### config.mk
export PLATFORM = sky130hd
export DESIGN_NAME = scl_rate_gen
export DESIGN_NICKNAME = d
export VERILOG_FILES = /design/src/rtl/scl_rate_pkg.sv /design/src/rtl/scl_rate_ctl.sv /design/src/rtl/scl_rate_dp.sv /design/src/rtl/scl_rate_gen.sv
export SDC_FILE = /design/constraint.sdc
export NUM_CORES = 1
export LEC_CHECK = 0
export BUFFER_PORTS_ARGS = -buffer_cell sky130_fd_sc_hd__buf_2
export CORE_MARGIN = 3
export CORE_UTILIZATION = 52
export DETAILED_ROUTE_END_ITERATION = 8
export GPL_TIMING_DRIVEN = 0
export HOLD_SLACK_MARGIN = 0.05
export PLACE_DENSITY = 0.76
export SYNTH_ARGS = -nofsm -noshare
export SYNTH_HDL_FRONTEND = slang
export SYNTH_SLANG_ARGS = --single-unit
### constraint.sdc
create_clock -name clk -period 1.9 [get_ports clk]
set_input_delay 0 -clock clk [delete_from_list [all_inputs] [get_ports clk]]
set_output_delay 0 -clock clk [all_outputs]
set_load 0.02 [all_outputs]
### src/rtl/scl_rate_pkg.sv
package scl_rate_pkg;

  typedef struct packed {
    logic clear;
    logic run;
  } rateStrb_t;

  // Finds the {M,N} pair giving the fastest rate not above busHz.
  // Result: M in bits 15:8, N in bits 7:0.
  function automatic logic [15:0] pick_factors(longint coreHz, longint busHz,
                                               int mMax, int nMax);
    longint bestDelta;
    longint rate;
    longint delta;
    logic [15:0] best;
    bestDelta = -1;
    best = {mMax[7:0], nMax[7:0]};
    for (int n = 0; n <= nMax; n++) begin
      for (int m = 0; m <= mMax; m++) begin
        rate  = coreHz / (longint'(10) * longint'(m + 1) * (longint'(2) << n));
        delta = busHz - rate;
        if (delta >= 0 && (bestDelta < 0 || delta < bestDelta)) begin
          best      = {m[7:0], n[7:0]};
          bestDelta = delta;
        end
      end
    end
    return best;
  endfunction

endpackage

### src/rtl/scl_rate_ctl.sv
module scl_rate_ctl
  import scl_rate_pkg::*;
#(
  parameter int     M_W     = 4,
  parameter int     N_W     = 3,
  parameter longint CORE_HZ = 100_000_000,
  parameter longint BUS_HZ  = 100_000
) (
  input  logic               clk,
  input  logic               rstN,
  input  logic               enable,
  input  logic               cfgWr,
  input  logic [M_W+N_W-1:0] cfgData,
  output rateStrb_t          strb,
  output logic [M_W-1:0]     divM,
  output logic [N_W-1:0]     divN
);

  localparam logic [15:0] RST_FAC = pick_factors(CORE_HZ, BUS_HZ,
                                                 (1 << M_W) - 1, (1 << N_W) - 1);
  localparam logic [M_W-1:0] RST_M = RST_FAC[8 +: M_W];
  localparam logic [N_W-1:0] RST_N = RST_FAC[0 +: N_W];

  always_ff @(posedge clk or negedge rstN) begin
    if (!rstN) begin
      divM <= RST_M;
      divN <= RST_N;
    end else if (cfgWr) begin
      divM <= cfgData[N_W +: M_W];
      divN <= cfgData[0 +: N_W];
    end
  end

  always_comb begin
    strb.clear = cfgWr | ~enable;
    strb.run   = enable & ~cfgWr;
  end

  AST_CFG_HOLD: assert property (@(posedge clk) disable iff (!rstN)
    !cfgWr |=> $stable({divM, divN}))
    else $error("rate word changed without a write");

endmodule

### src/rtl/scl_rate_dp.sv
module scl_rate_dp
  import scl_rate_pkg::*;
#(
  parameter int M_W            = 4,
  parameter int N_W            = 3,
  parameter int TICKS_PER_HALF = 5
) (
  input  logic           clk,
  input  logic           rstN,
  input  rateStrb_t      strb,
  input  logic [M_W-1:0] divM,
  input  logic [N_W-1:0] divN,
  output logic           sampleTick,
  output logic           sclToggle,
  output logic           sclPhase
);

  localparam int POST_W = 1 << N_W;
  localparam int PH_W   = $clog2(TICKS_PER_HALF);
  localparam logic [PH_W-1:0] PH_LAST = PH_W'(TICKS_PER_HALF - 1);

  logic [M_W-1:0]    preCnt;
  logic [POST_W-1:0] postCnt;
  logic [POST_W-1:0] postLast;
  logic [PH_W-1:0]   phaseCnt;
  logic              preWrap;
  logic              postWrap;
  logic              tickNow;
  logic              phaseWrap;

  // terminal count of the second stage: 2^(N+1)-1
  for (genvar i = 0; i < POST_W; i++) begin : g_mask
    assign postLast[i] = (i <= int'(divN));
  end

  always_comb begin
    preWrap   = (preCnt == divM);
    postWrap  = (postCnt == postLast);
    tickNow   = strb.run & preWrap & postWrap;
    phaseWrap = (phaseCnt == PH_LAST);
  end

  always_ff @(posedge clk or negedge rstN) begin
    if (!rstN) begin
      preCnt     <= '0;
      postCnt    <= '0;
      phaseCnt   <= '0;
      sampleTick <= 1'b0;
      sclToggle  <= 1'b0;
      sclPhase   <= 1'b0;
    end else if (strb.clear) begin
      preCnt     <= '0;
      postCnt    <= '0;
      phaseCnt   <= '0;
      sampleTick <= 1'b0;
      sclToggle  <= 1'b0;
      sclPhase   <= 1'b0;
    end else if (strb.run) begin
      preCnt <= preWrap ? '0 : preCnt + 1'b1;
      if (preWrap) begin
        postCnt <= postWrap ? '0 : postCnt + 1'b1;
      end
      sampleTick <= tickNow;
      sclToggle  <= tickNow & phaseWrap;
      if (tickNow) begin
        phaseCnt <= phaseWrap ? '0 : phaseCnt + 1'b1;
        if (phaseWrap) begin
          sclPhase <= ~sclPhase;
        end
      end
    end
  end

  AST_NO_TICK_IDLE: assert property (@(posedge clk) disable iff (!rstN)
    strb.clear |=> (!sampleTick && !sclToggle && !sclPhase))
    else $error("activity after clear");

  AST_TICK_PULSE: assert property (@(posedge clk) disable iff (!rstN)
    sampleTick |=> !sampleTick)
    else $error("tick wider than one cycle");

  AST_TOGGLE_ON_TICK: assert property (@(posedge clk) disable iff (!rstN)
    sclToggle |-> sampleTick)
    else $error("toggle without tick");

  AST_PHASE_FLIP: assert property (@(posedge clk) disable iff (!rstN)
    sclToggle |-> (sclPhase != $past(sclPhase)))
    else $error("toggle without phase flip");

  AST_PRE_BOUND: assert property (@(posedge clk) disable iff (!rstN)
    preCnt <= divM)
    else $error("first stage past its limit");

  AST_PHASE_BOUND: assert property (@(posedge clk) disable iff (!rstN)
    phaseCnt <= PH_LAST)
    else $error("group counter past its limit");

endmodule

### src/rtl/scl_rate_gen.sv
module scl_rate_gen
  import scl_rate_pkg::*;
#(
  parameter int     M_W            = 4,
  parameter int     N_W            = 3,
  parameter int     TICKS_PER_HALF = 5,
  parameter longint CORE_HZ        = 100_000_000,
  parameter longint BUS_HZ         = 100_000
) (
  input  logic               clk,
  input  logic               rstN,
  input  logic               enable,
  input  logic               cfgWr,
  input  logic [M_W+N_W-1:0] cfgData,
  output logic               sampleTick,
  output logic               sclToggle,
  output logic               sclPhase
);

  rateStrb_t      strb;
  logic [M_W-1:0] divM;
  logic [N_W-1:0] divN;

  scl_rate_ctl #(
    .M_W(M_W), .N_W(N_W), .CORE_HZ(CORE_HZ), .BUS_HZ(BUS_HZ)
  ) u_ctl (
    .clk(clk), .rstN(rstN), .enable(enable), .cfgWr(cfgWr),
    .cfgData(cfgData), .strb(strb), .divM(divM), .divN(divN)
  );

  scl_rate_dp #(
    .M_W(M_W), .N_W(N_W), .TICKS_PER_HALF(TICKS_PER_HALF)
  ) u_dp (
    .clk(clk), .rstN(rstN), .strb(strb), .divM(divM), .divN(divN),
    .sampleTick(sampleTick), .sclToggle(sclToggle), .sclPhase(sclPhase)
  );

endmodule

==> out/metrics.cfg <==
[cts]
clockBufferDepth=2
numCtsBuffers=3
cts_root_buf=clkbuf_4
clock_latency_ps=310
clk_pin_slew_ps=140
tritoncts=yes
htree_levels=1
clock-sinks=25

[worst_setup_path]
reg2reg_depth=6
endpoint_kind=flop
cp_num_buf_inv=1
r2r_setup_slack_ps=-110
arrival_ps=2220
rr_endpoint=u_dp.phaseCnt[0]
cpPeakStageDelay_ps=560
crit_type=reg2reg
cp_data_required_time_ps=2110
path_cells=mux2i_1 -> or3_1 -> a221o_1 -> buf_6 -> nor3_4 -> mux2_4
cp_max_fo=7
cp_top_family=flip-flops
start_kind=flop
reg2reg_from=u_ctl.divN[1]
cp_slowest_cell=dfstp_2

[global_routing]
antenna_found_initial=0
grt.total_usage_pct=19.2
grt_pass1_wl_um=5110
grt_max_degree=26
grt_pass1_vias=1203
grt_overflow=0

[worst_hold_path]
worstHoldPathType=in2reg
whs_endpoint=u_dp.postCnt[0]
holdPathStages=3
min_from=enable

[status]
status=complete, but fails checks
violations=negative setup slack

[timing]
tightest_slew_ps=530
finalSetupViolations=9
grt_setup_unrepaired=yes
drv_slew=0
period_share_pct=106
fin_worst_skew_ps=3.42
max_freq_mhz=499
relSlewSlack_pct=64.7
timing.final.ws_setup_ps=-105
hold_viol=0
period_needed_ps=2010

[yosys]
synth_area_leaders=dfrtp_1 (39%), dfstp_2 (5.6%), nand2_1 (4.8%), xnor2_1 (4.4%), mux2_2 (4.0%)
synth_ff_type=dfrtp_1
syn_area_per_cell_um2=9.97
synth_edf_count=0
yosys.area.top_type=dfrtp_1
async_flop_share_pct=100
ys_ff_latch=25
synth_warnings=0
ys_seq_area_share_pct=44.8
synth_cell_type_count=44
synth_common_cells=dfrtp_1 (22), nand2_1 (18), nor2_1 (10)
synthesis.nets=156
post-synth-top-count-cell=dfrtp_1
yosysTopAreaCellShare_pct=39.1
postSynthCellCount=141
synth_area_um2=1410

[placement]
portBuffers=13
hpwl_um=2100
gp_congestion=0.832
post-place-ws_ps=-214

[final_layout]
antenna_cells=0
multi_input_area_um2=793
synthToLayoutAreaGrowth_pct=25.7
regArea_um2=632
nNetsFinal=189
layout-drive-gt1-share_pct=29.5
nFillCells=190

[die]
initial_core_util_pct=55.8
io_pins=14
core_area_um2=2520
die_y_um=58.0
die_area_um2=3360
die_w_um=58.0
num_rows=18

[route]
drtIter0Drc=40
final_antenna_net_count=0
viasPerCell=5.87
via_count=1191
drt_wl_total_um=3060
drcViolationCount=0
wl_per_cell_um=15.1
drtPass1Iterations=4

[flow_run]
max_cap_violations=0

[pwr]
p_per_area_nw_per_um2=540
p_leak_nw=0.742
fin_total_pwr_uw=954
ir_drop_v=0.000487

report_power, final:
| part | internal, mW | switching [mW] |
|---|---|---|
| Sequential | 0.555 | 0.0206 |
| Combinational | 0.0682 | 0.0736 |
| Clock | 0.0819 | 0.155 |
| Total | 0.705 | 0.249 |
worst max path at each step:
| stage | cells after the start | end | slack, ps | startpoint |
|---|---|---|---|---|
| 2_1_floorplan | 7 | u_dp.phaseCnt[0] | -90 | u_ctl.divN[2] |
| 3_3_place_gp | 7 | u_dp.phaseCnt[0] | -150 | u_ctl.divN[2] |
| 3_5_place_dp | 7 | u_dp.phaseCnt[0] | -210 | u_ctl.divN[2] |
| 4_1_cts | 6 | u_dp.phaseCnt[0] | -190 | u_ctl.divN[1] |
| 5_1_grt | 7 | u_dp.phaseCnt[2] | -180 | u_ctl.divN[1] |
| 6_report | 6 | u_dp.phaseCnt[0] | -110 | u_ctl.divN[1] |
cell usage in the layout, fill, tap and decap left out, types with 2 or more instances in the layout:
cell type	instances
clkbuf_1	3
nor4_1	3
dfrtp_1	20
dfrtp_2	2
o2111ai_1	2
o221ai_2	2
inv_1	8
ha_1	4
buf_6	2
nand2_1	18
buf_2	13
mux2_2	5
o211ai_1	4
nor4_4	2
xnor2_1	7
buf_4	7
dfstp_2	3
nor2_1	10
o21ai_0	5
nand3_1	4
mux2i_1	3
nand2b_1	2
nor3_1	2
clkbuf_4	4
or3_1	2
dlygate4sd3_1	9
worst reg2reg max path: cells and delay by family (launching register included):
kind | cells | cell delay (ps)
AO/OA/AOI/OAI | 1 | 340
flip-flops | 1 | 560
multiplexers | 2 | 380
buffers and inverters | 1 | 150
AND/OR/NAND/NOR | 2 | 480
per-layer routing:
layer	track usage, %	wire, µm
met4	5.30	37
met2	35.8	1660
met3	2.67	91
met5	0	0
met1	22.9	1280
cell families (layout without fill, tap and decap cells):
kind of cell,count (synthesis),count (layout),share of synthesized area [%]
simple gates,52,52,18.8
compound gates,28,28,15.5
fa+ha+maj,4,4,3.56
mux,9,9,7.21
flops,25,25,44.8
xor+xnor,8,8,4.98
buf+inv,15,47,5.25
sequential cells by signal (all words and copies together) (netlist names):
register	cells
u_dp.postCnt	8
u_ctl.divN	3
u_dp.sampleTick	1
u_dp.sclPhase	1
u_ctl.divM	4
u_dp.sclToggle	1
u_dp.phaseCnt	3
u_dp.preCnt	4
through the flow:
stage          hold WS (ps)  util, %  area [µm²]  std cells  TNS, ps
2_1_floorplan          -296        -        1410        141    -89.0
3_3_place_gp           14.0     59.8        1510        184     -646
3_5_place_dp           19.0     59.8        1510        184    -1120
4_1_cts                80.6     65.8        1660        200    -1310
5_1_grt                 124     70.1        1770        203    -1360
6_report               81.8     70.1        1770        203     -521
what timing repair did:
| item | CTS | global route |
|---|---|---|
| endpoints found under the setup margin | 11 | 13 |
| hold endpoints to repair | 34 | 0 |
| hold buffers | 9 | 0 |
| buffers inserted | 4 | 3 |
| pin swaps | 3 | 13 |
| gates resized for setup | 3 | 18 |
area by class of cell:
type	count	share of cell area (%)
Buffer	5	1.91
Sequential cell	25	35.7
Clock buffer	4	1.49
Timing Repair Buffer	29	12.0
Tap cell	30	2.12
Inverter	9	1.91
Multi-Input combinational cell	101	44.9
Note: power is estimated with default switching activity, not from simulation.
